[src/rtl/rls_pkg.sv]
package rls_pkg;
    localparam int NUM_SLOTS = 4;
    localparam int SLOT_W    = 2;
    localparam int REG_W     = 8;
    localparam int SEL_BIT   = REG_W - 1;

    // slot index for a pin pattern {hi, lo}; gray order of the pins
    function automatic logic [SLOT_W-1:0] pins_to_slot(input logic hi, input logic lo);
        logic [SLOT_W-1:0] s;
        case ({hi, lo})
            2'b00:   s = 2'd0;
            2'b01:   s = 2'd1;
            2'b11:   s = 2'd2;
            default: s = 2'd3;
        endcase
        return s;
    endfunction
endpackage

[src/rtl/rls_pin_sync.sv]
module rls_pin_sync #(
    parameter int          N       = 2,
    parameter logic [N-1:0] RST_VAL = '0
) (
    input  logic         clk,
    input  logic         rst_n,
    input  logic [N-1:0] pin_i,
    output logic [N-1:0] pin_o
);
    logic [N-1:0] meta_q;
    logic [N-1:0] sync_q;

    for (genvar b = 0; b < N; b++) begin : g_bit
        always_ff @(posedge clk or negedge rst_n) begin
            if (!rst_n) begin
                meta_q[b] <= RST_VAL[b];
                sync_q[b] <= RST_VAL[b];
            end else begin
                meta_q[b] <= pin_i[b];
                sync_q[b] <= meta_q[b];
            end
        end
    end

    assign pin_o = sync_q;

    logic [1:0] age_q;
    always_ff @(posedge clk or negedge rst_n) begin
        if (!rst_n)            age_q <= '0;
        else if (age_q != 2'd3) age_q <= age_q + 2'd1;
    end


    sync_delay_chk: assert property (@(posedge clk) disable iff (!rst_n)
        (age_q == 2'd3) |-> (pin_o == $past(pin_i, 2)));
endmodule

[src/rtl/rls_field_pick.sv]
module rls_field_pick
    import rls_pkg::*;
#(
    parameter int W = 4
) (
    input  logic [NUM_SLOTS-1:0][REG_W-1:0] regs_i,
    input  logic [NUM_SLOTS-1:0][W-1:0]     defs_i,
    input  logic [SLOT_W-1:0]               slot_i,
    output logic [W-1:0]                    code_o
);
    logic [NUM_SLOTS-1:0][W-1:0] cand;

    for (genvar s = 0; s < NUM_SLOTS; s++) begin : g_slot
        assign cand[s] = regs_i[s][SEL_BIT] ? regs_i[s][W-1:0] : defs_i[s];
    end

    assign code_o = cand[slot_i];
endmodule

[src/rtl/rate_los_selector.sv]
module rate_los_selector
    import rls_pkg::*;
#(
    parameter int BW_W  = 4,
    parameter int THR_W = 7,
    parameter logic [NUM_SLOTS-1:0][BW_W-1:0]  BW_DEF  = {4'd12, 4'd9, 4'd6, 4'd1},
    parameter logic [NUM_SLOTS-1:0][THR_W-1:0] THR_DEF = {7'd40, 7'd40, 7'd20, 7'd10},
    parameter int RANGE_BIT = 2
) (
    input  logic                           clk,
    input  logic                           rst_n,
    input  logic                           rate_hi_pin,
    input  logic                           rate_lo_pin,
    input  logic [REG_W-1:0]               ctl_byte,
    input  logic [NUM_SLOTS-1:0][REG_W-1:0] bw_regs,
    input  logic [NUM_SLOTS-1:0][REG_W-1:0] thr_regs,
    output logic [BW_W-1:0]                bw_code,
    output logic [THR_W-1:0]               thr_code,
    output logic                           thr_range,
    output logic [REG_W-1:0]               stat_bw_byte,
    output logic [REG_W-1:0]               stat_thr_byte
);
    localparam logic [SLOT_W-1:0] RST_SLOT = 2'd3;
    localparam int BW_PAD  = REG_W - BW_W;
    localparam int THR_PAD = REG_W - THR_W;

    typedef struct packed {
        logic [BW_W-1:0]  bw;
        logic [THR_W-1:0] thr;
        logic             rng;
        logic             seen;
    } sel_state_t;

    logic [1:0]        pins_s;
    logic [SLOT_W-1:0] slot_w;
    logic [BW_W-1:0]   bw_pick;
    logic [THR_W-1:0]  thr_pick;
    sel_state_t        st_d, st_q;

    rls_pin_sync #(.N(2), .RST_VAL(2'b10)) i_sync (
        .clk   (clk),
        .rst_n (rst_n),
        .pin_i ({rate_hi_pin, rate_lo_pin}),
        .pin_o (pins_s)
    );

    assign slot_w = pins_to_slot(pins_s[1], pins_s[0]);

    rls_field_pick #(.W(BW_W)) i_bw_pick (
        .regs_i (bw_regs),
        .defs_i (BW_DEF),
        .slot_i (slot_w),
        .code_o (bw_pick)
    );

    rls_field_pick #(.W(THR_W)) i_thr_pick (
        .regs_i (thr_regs),
        .defs_i (THR_DEF),
        .slot_i (slot_w),
        .code_o (thr_pick)
    );

    always_comb begin
        st_d      = st_q;
        st_d.bw   = bw_pick;
        st_d.thr  = thr_pick;
        st_d.rng  = ctl_byte[RANGE_BIT];
        st_d.seen = 1'b1;
    end

    always_ff @(posedge clk or negedge rst_n) begin
        if (!rst_n) begin
            st_q.bw   <= BW_DEF[RST_SLOT];
            st_q.thr  <= THR_DEF[RST_SLOT];
            st_q.rng  <= 1'b0;
            st_q.seen <= 1'b0;
        end else begin
            st_q <= st_d;
        end
    end

    assign bw_code       = st_q.bw;
    assign thr_code      = st_q.thr;
    assign thr_range     = st_q.rng;
    assign stat_bw_byte  = {{BW_PAD{1'b0}}, st_q.bw};
    assign stat_thr_byte = {{THR_PAD{1'b0}}, st_q.thr};

    logic [REG_W-1:0] act_bw_reg, act_thr_reg;
    assign act_bw_reg  = bw_regs[slot_w];
    assign act_thr_reg = thr_regs[slot_w];


    bw_override_chk: assert property (@(posedge clk) disable iff (!rst_n)
        act_bw_reg[SEL_BIT] |=> (bw_code == $past(act_bw_reg[BW_W-1:0])));


    thr_override_chk: assert property (@(posedge clk) disable iff (!rst_n)
        act_thr_reg[SEL_BIT] |=> (thr_code == $past(act_thr_reg[THR_W-1:0])));


    range_follow_chk: assert property (@(posedge clk) disable iff (!rst_n)
        1'b1 |=> (thr_range == $past(ctl_byte[RANGE_BIT])));


    hold_when_quiet_chk: assert property (@(posedge clk) disable iff (!rst_n)
        (st_q.seen && $stable(slot_w) && $stable(act_bw_reg) && $stable(act_thr_reg))
        |=> ($stable(bw_code) && $stable(thr_code)));
endmodule

[config.mk]
export PLATFORM = sky130hd
export DESIGN_NAME = rate_los_selector
export DESIGN_NICKNAME = d
export VERILOG_FILES = /design/src/rtl/rls_pkg.sv /design/src/rtl/rls_pin_sync.sv /design/src/rtl/rls_field_pick.sv /design/src/rtl/rate_los_selector.sv
export SDC_FILE = /design/constraint.sdc
export NUM_CORES = 1
export LEC_CHECK = 0
export BUFFER_PORTS_ARGS = -buffer_cell sky130_fd_sc_hd__buf_4
export CORE_MARGIN = 2
export CORE_UTILIZATION = 31
export CTS_BUF_LIST = sky130_fd_sc_hd__clkbuf_16
export DETAILED_ROUTE_END_ITERATION = 10
export GPL_TIMING_DRIVEN = 0
export PLACE_DENSITY = 0.8
export SYNTH_ARGS = -nofsm -noshare
export SYNTH_HDL_FRONTEND = slang
export SYNTH_SLANG_ARGS = --single-unit
[constraint.sdc]
create_clock -name clk -period 1.36 [get_ports clk]
set_input_delay 0.068 -clock clk [delete_from_list [all_inputs] [get_ports clk]]
set_output_delay 0.068 -clock clk [all_outputs]
set_load 0.02 [all_outputs]
---- Word-level counts from Yosys, hierarchy flattened ----
Index checks and enable logic that the tools add are counted.
operators by class
  muxes and demuxes ....................... 13
  reduce and logical (&&, ||, !) cells .... 1
  shift operators ......................... 0
  div/mod/pow operators ................... 0
  equality and inequality tests ........... 2
  add/sub/neg operators ................... 0
  order comparisons ....................... 1
  $mul .................................... 0
  bitwise gates (word level) .............. 0
operators by type and width
  cell                  count
  $mux W7               5
  $mux W4               5
  $bmux W7 S2           1
  $bmux W4 S2           1
  $pmux W2 S3           1
  $lt A2 B3 Y1 const B  1
  $eq A2 B1 Y1 const B  1
  $eq A2 B2 Y1 const B  1
  $logic_not A2 Y1      1
word-level totals
  memory bits (read-only) ................. 0
  register bits after elaboration ......... 16
  memories kept ........................... 0
  word-level logic and storage cells ...... 24
  RAM bits ................................ 0
  latch bits .............................. 0
  input port bits ......................... 76

---- Logic depth before layout (Yosys ltp) ----
  depth after elaboration ................. 4
  gate-level depth with buffers ........... 7
  mapped depth without buffers ............ 5

---- Hierarchy ----
Synthesis repeated with hierarchy kept, for this count alone.
unflattened totals
  cell total of the unflattened synthesis .. 100
  area total of the unflattened synthesis .. 1371.3 um2
modules (own cells, without submodules)
  module                       times used  cells an instance  area each (um2)
  rls_field_pick (i_thr_pick)  1           41                 526.8
  rate_los_selector            1           35                 471.7
  rls_field_pick (i_bw_pick)   1           20                 270.3
  rls_pin_sync                 1           4                  102.6

---- Worst setup path before layout ----
Ideal clock, no wire load.
  kind .................................... flip-flop to flip-flop
  start ................................... reg i_sync.sync_q[1] (netlist: i_sync.pin_o[1])
  end ..................................... reg st_q, in the netlist thr_code[2]
  setup time .............................. 0.143 ns
  cell stages (with the launch flop) ...... 6
  arrival time ............................ 1.328 ns
  period minus slack after synthesis ...... 1.471 ns
  slack ................................... -0.111 ns
  required time ........................... 1.217 ns
  path buffers ............................ 1
  path through ............................ dfstp_2 -> ha_1 -> buf_6 -> and2_4 -> a221oi_1 -> a31oi_1
between the ends
  longest elaborated chain between the ends .. 4
ends and longest elaborated chain
  item                                  RTL line                 text
  start: declaration                    rls_pin_sync.sv:11       logic [N-1:0] sync_q;
  start signal: indexed assignment      rls_pin_sync.sv:17       sync_q[b] <= RST_VAL[b];
  start signal: indexed assignment      rls_pin_sync.sv:20       sync_q[b] <= meta_q[b];
  $eq A2 B2 Y1 (tied with other cells)  rls_pkg.sv:10            case ({hi, lo})
  $pmux W2 S3 *                         rls_pkg.sv:10
  $bmux W7 S2 *                         rls_field_pick.sv:17     assign code_o = cand[slot_i];
  $mux W7 (implied by the code) *       rls_field_pick.sv:17
  net i_thr_pick.code_o[2]              rls_field_pick.sv:9      output logic [W-1:0] code_o
  end signal: assignment                rate_los_selector.sv:78  st_q <= st_d;
  end: declaration                      rate_los_selector.sv:38  sel_state_t st_d, st_q;
Mark *: on every way through the listed nets, which the timed path passes. The rest lies on a longest branch. The select of a mux whose other input is x is not followed.

---- Final worst setup path ----
  start ................................... reg i_sync.sync_q[1] (netlist: i_sync.pin_o[1])
  end ..................................... reg st_q, in the netlist thr_code[4]
The elaborated chain is that of the path after synthesis.

==> results.cfg <==
[die]
floorplan.initialDensity = 0.3236
core_um2 = 3028
fp.dieW_um = 60.22
fp.dieH_um = 60.22
io_pins = 104
num_rows = 20
die_area_um2 = 3626

[drt]
vias = 1130
wl_per_cell_um = 13.95
drc = 0
ant_nets = 0
drt_pass1_iterations = 4
detail_route.iter0.violations = 44
wirelength_um = 3319
via_per_inst = 4.748

[pwr]
peakVddDrop_uv = 606.4
power_leakage_nw = 0.9607
powerDensity_nw_per_um2 = 1015

[place]
pre_cts_slack_ns = -0.1613
dpl.cell_count = 228
hpwl_um = 2513
gp_congestion = 0.7885
placed_area_um2 = 1693
numPortBuffers = 79

[logic_synthesis]
yosys.area.top_type_share = 0.2554
synth_area_per_cell_um2 = 9.700
synth_edf_count = 0
yosysTopAreaCell = dfrtp_1
synthTopCellsByArea = dfrtp_1 (26%), dfstp_2 (16%), buf_4 (13%)
postSynthCellCount = 101
ys_types = 31
yosys_register_bits = 16
ys_async_sr_fraction = 1.000
synth_warnings = 0
yosysSeqAreaShare = 0.4163
ys.flop_type = dfrtp_1
syn-cell-area_um2 = 979.7

[clock_tree]
cts_tree = done
insertion_delay_ns = 0.24
clockBufferDepth = 2
root_buffer = clkbuf_16
cts.htree.levels = 1
cts-buffers-inserted = 3
clkTransAtPathRegs_ns = 0.05
clock_sinks = 16

[final_layout]
layout-drive-gt1-share = 0.6289
syn_to_final_growth_pct = 91.06
utilization = 0.6182
n_antenna_cell = 0
fin_nets = 273
fin_cells = 238
final_area_um2 = 1872

[setup_path]
cp-end-kind = flop
crit_fanout = 5
cp.arrival_ns = 1.61
r2r_start = i_sync.pin_o[1]
startpoint = i_sync.pin_o[1]
reg2reg_setup_slack_ns = -0.17
critPathSlowestCell = dfstp_2
worst-path-buf-inv = 1
path_class = reg -> reg
crit_path_max_incr_delay_ns = 0.55
r2r_cells = 5
critPathLaunchType = flop
cp_data_required_time_ns = 1.45
crit_family = flip-flops
r2r_end = thr_code[4]
crit_chain = ha_4, buf_8, and2_4, a221oi_2, a31oi_1

[timing]
setup_viol = 11
period_minus_slack_ns = 1.527
skew_ns = 0.003518
hold_viol = 0
period_share = 1.123
final_max_slew_viol_count = 0
rsz0062_at_grt = yes
max_freq_mhz = 655.0
fin_ws_ns = -0.1667
setup_tns_ns = -1.494

[run_status]
status = finished with violations
violations = negative setup slack

[global_route]
globalRoute.totalOverflow = 0
antenna_found_initial = 0
gr-usage-all-layers = 0.1796
grt_pass1_vias = 1122
grt_pass1_wl_um = 4836
grt_max_degree = 17

[min_path]
hold_depth = 3
hp-start = thr_regs[25]
hp-class = in -> reg
worstHoldEndpoint = thr_code[1]

[run]
maxCapViolations = 0
## kinds of logic after synthesis
family,after synthesis,share of synthesized area
flip-flops,16,0.4163
adder cells (fa/ha/maj),2,0.02554
multiplexers,2,0.02044
AND/OR/NAND/NOR,19,0.1035
AO/OA/AOI/OAI,35,0.2554
buffers and inverters,26,0.1750
other,1,0.003828
## cells in the mapped netlist, types with 3 or more instances
library cell,instances
dfrtp_1,10
a32oi_1,3
dfstp_2,6
a221oi_1,5
nor2b_1,3
nand3_1,5
a21o_1,8
o21ai_1,3
inv_1,5
nand2_1,6
a31oi_1,3
a21oi_1,3
buf_4,17
## sequential cells by signal (all words and copies together), names as in the netlist
register and cells:
i_sync.meta_q 2, thr_code 7, bw_code 4, thr_range 1, i_sync.pin_o 2
## metrics by stage
stage / power [W] / hold slack, ns
floorplan: 0.0009615 / -0.2276
global placement: 0.001281 / -0.06967
detailed placement: 0.001293 / -0.06698
CTS: 0.001879 / 0.1060
global route: 0.001993 / 0.1111
finish: 0.001899 / 0.1041
## per-layer routing
layer / global-route usage / vias up / wire (µm)
met3: 0.03463 / 8 / 261
met5: 0 / - / 0
met2: 0.3292 / 59 / 1691
met4: 0.06032 / 0 / 68
li1: - / 535 / -
met1: 0.2056 / 528 / 1298
## how the worst max path moves through the flow
stage                       end  slack [ns]  depth (start not counted)
global route         bw_code[1]       -0.22                          5
floorplan           thr_code[2]       -0.05                          5
CTS                 thr_code[4]       -0.17                          5
detailed placement  thr_code[4]       -0.16                          5
finish              thr_code[4]       -0.17                          5
global placement     bw_code[1]       -0.15                          5
## tightest hold or removal path: stages
cell and delay, ns:
buf_4 0.08, a221oi_2 0.04, a21oi_1 0.11
## power by group
group          switching, W  total (W)  leakage (nW)  internal (W)
Clock              0.000173   0.000562        0.0385      0.000389
Combinational      0.000354   0.000762         0.741      0.000409
Sequential        0.0000297   0.000575         0.181      0.000545
## placed cells by master, fill, tap and decap left out, types with 2 or more instances in the layout
| cell type | instances |
|---|---|
| dlygate4sd3_1 | 4 |
| inv_1 | 5 |
| o21ai_1 | 3 |
| nand2_1 | 6 |
| o21ai_0 | 2 |
| nand3_1 | 4 |
| conb_1 | 5 |
| o211ai_1 | 2 |
| a21oi_1 | 3 |
| buf_2 | 2 |
| dfrtp_1 | 10 |
| a31oi_1 | 3 |
| clkbuf_16 | 4 |
| a21o_1 | 8 |
| a32oi_1 | 3 |
| mux2i_1 | 2 |
| dfstp_2 | 6 |
| a221oi_2 | 5 |
| o22ai_1 | 2 |
| buf_4 | 96 |
## area by class of cell
| type | instances | area [µm²] |
|---|---|---|
| tap | 44 | 55.05 |
| buffer | 21 | 160.2 |
| timing repair buffer | 85 | 665.6 |
| fill | 238 | 1156 |
| inverter | 5 | 18.77 |
| sequential | 16 | 407.9 |
| clock buffer | 3 | 75.07 |
| multi-input combinational | 63 | 485.5 |
| clock inverter | 1 | 3.754 |
## timing repair
item / in CTS / in global routing
resized for setup: 3 / 3
pin swaps: 1 / 2
hold endpoints to repair: 19 / 0
setup buffers: 1 / 0
cloned: 0 / 1
hold buffers: 4 / 0
endpoints found under the setup margin: 11 / 11
No activity file was read; power rests on OpenSTA's default activity.
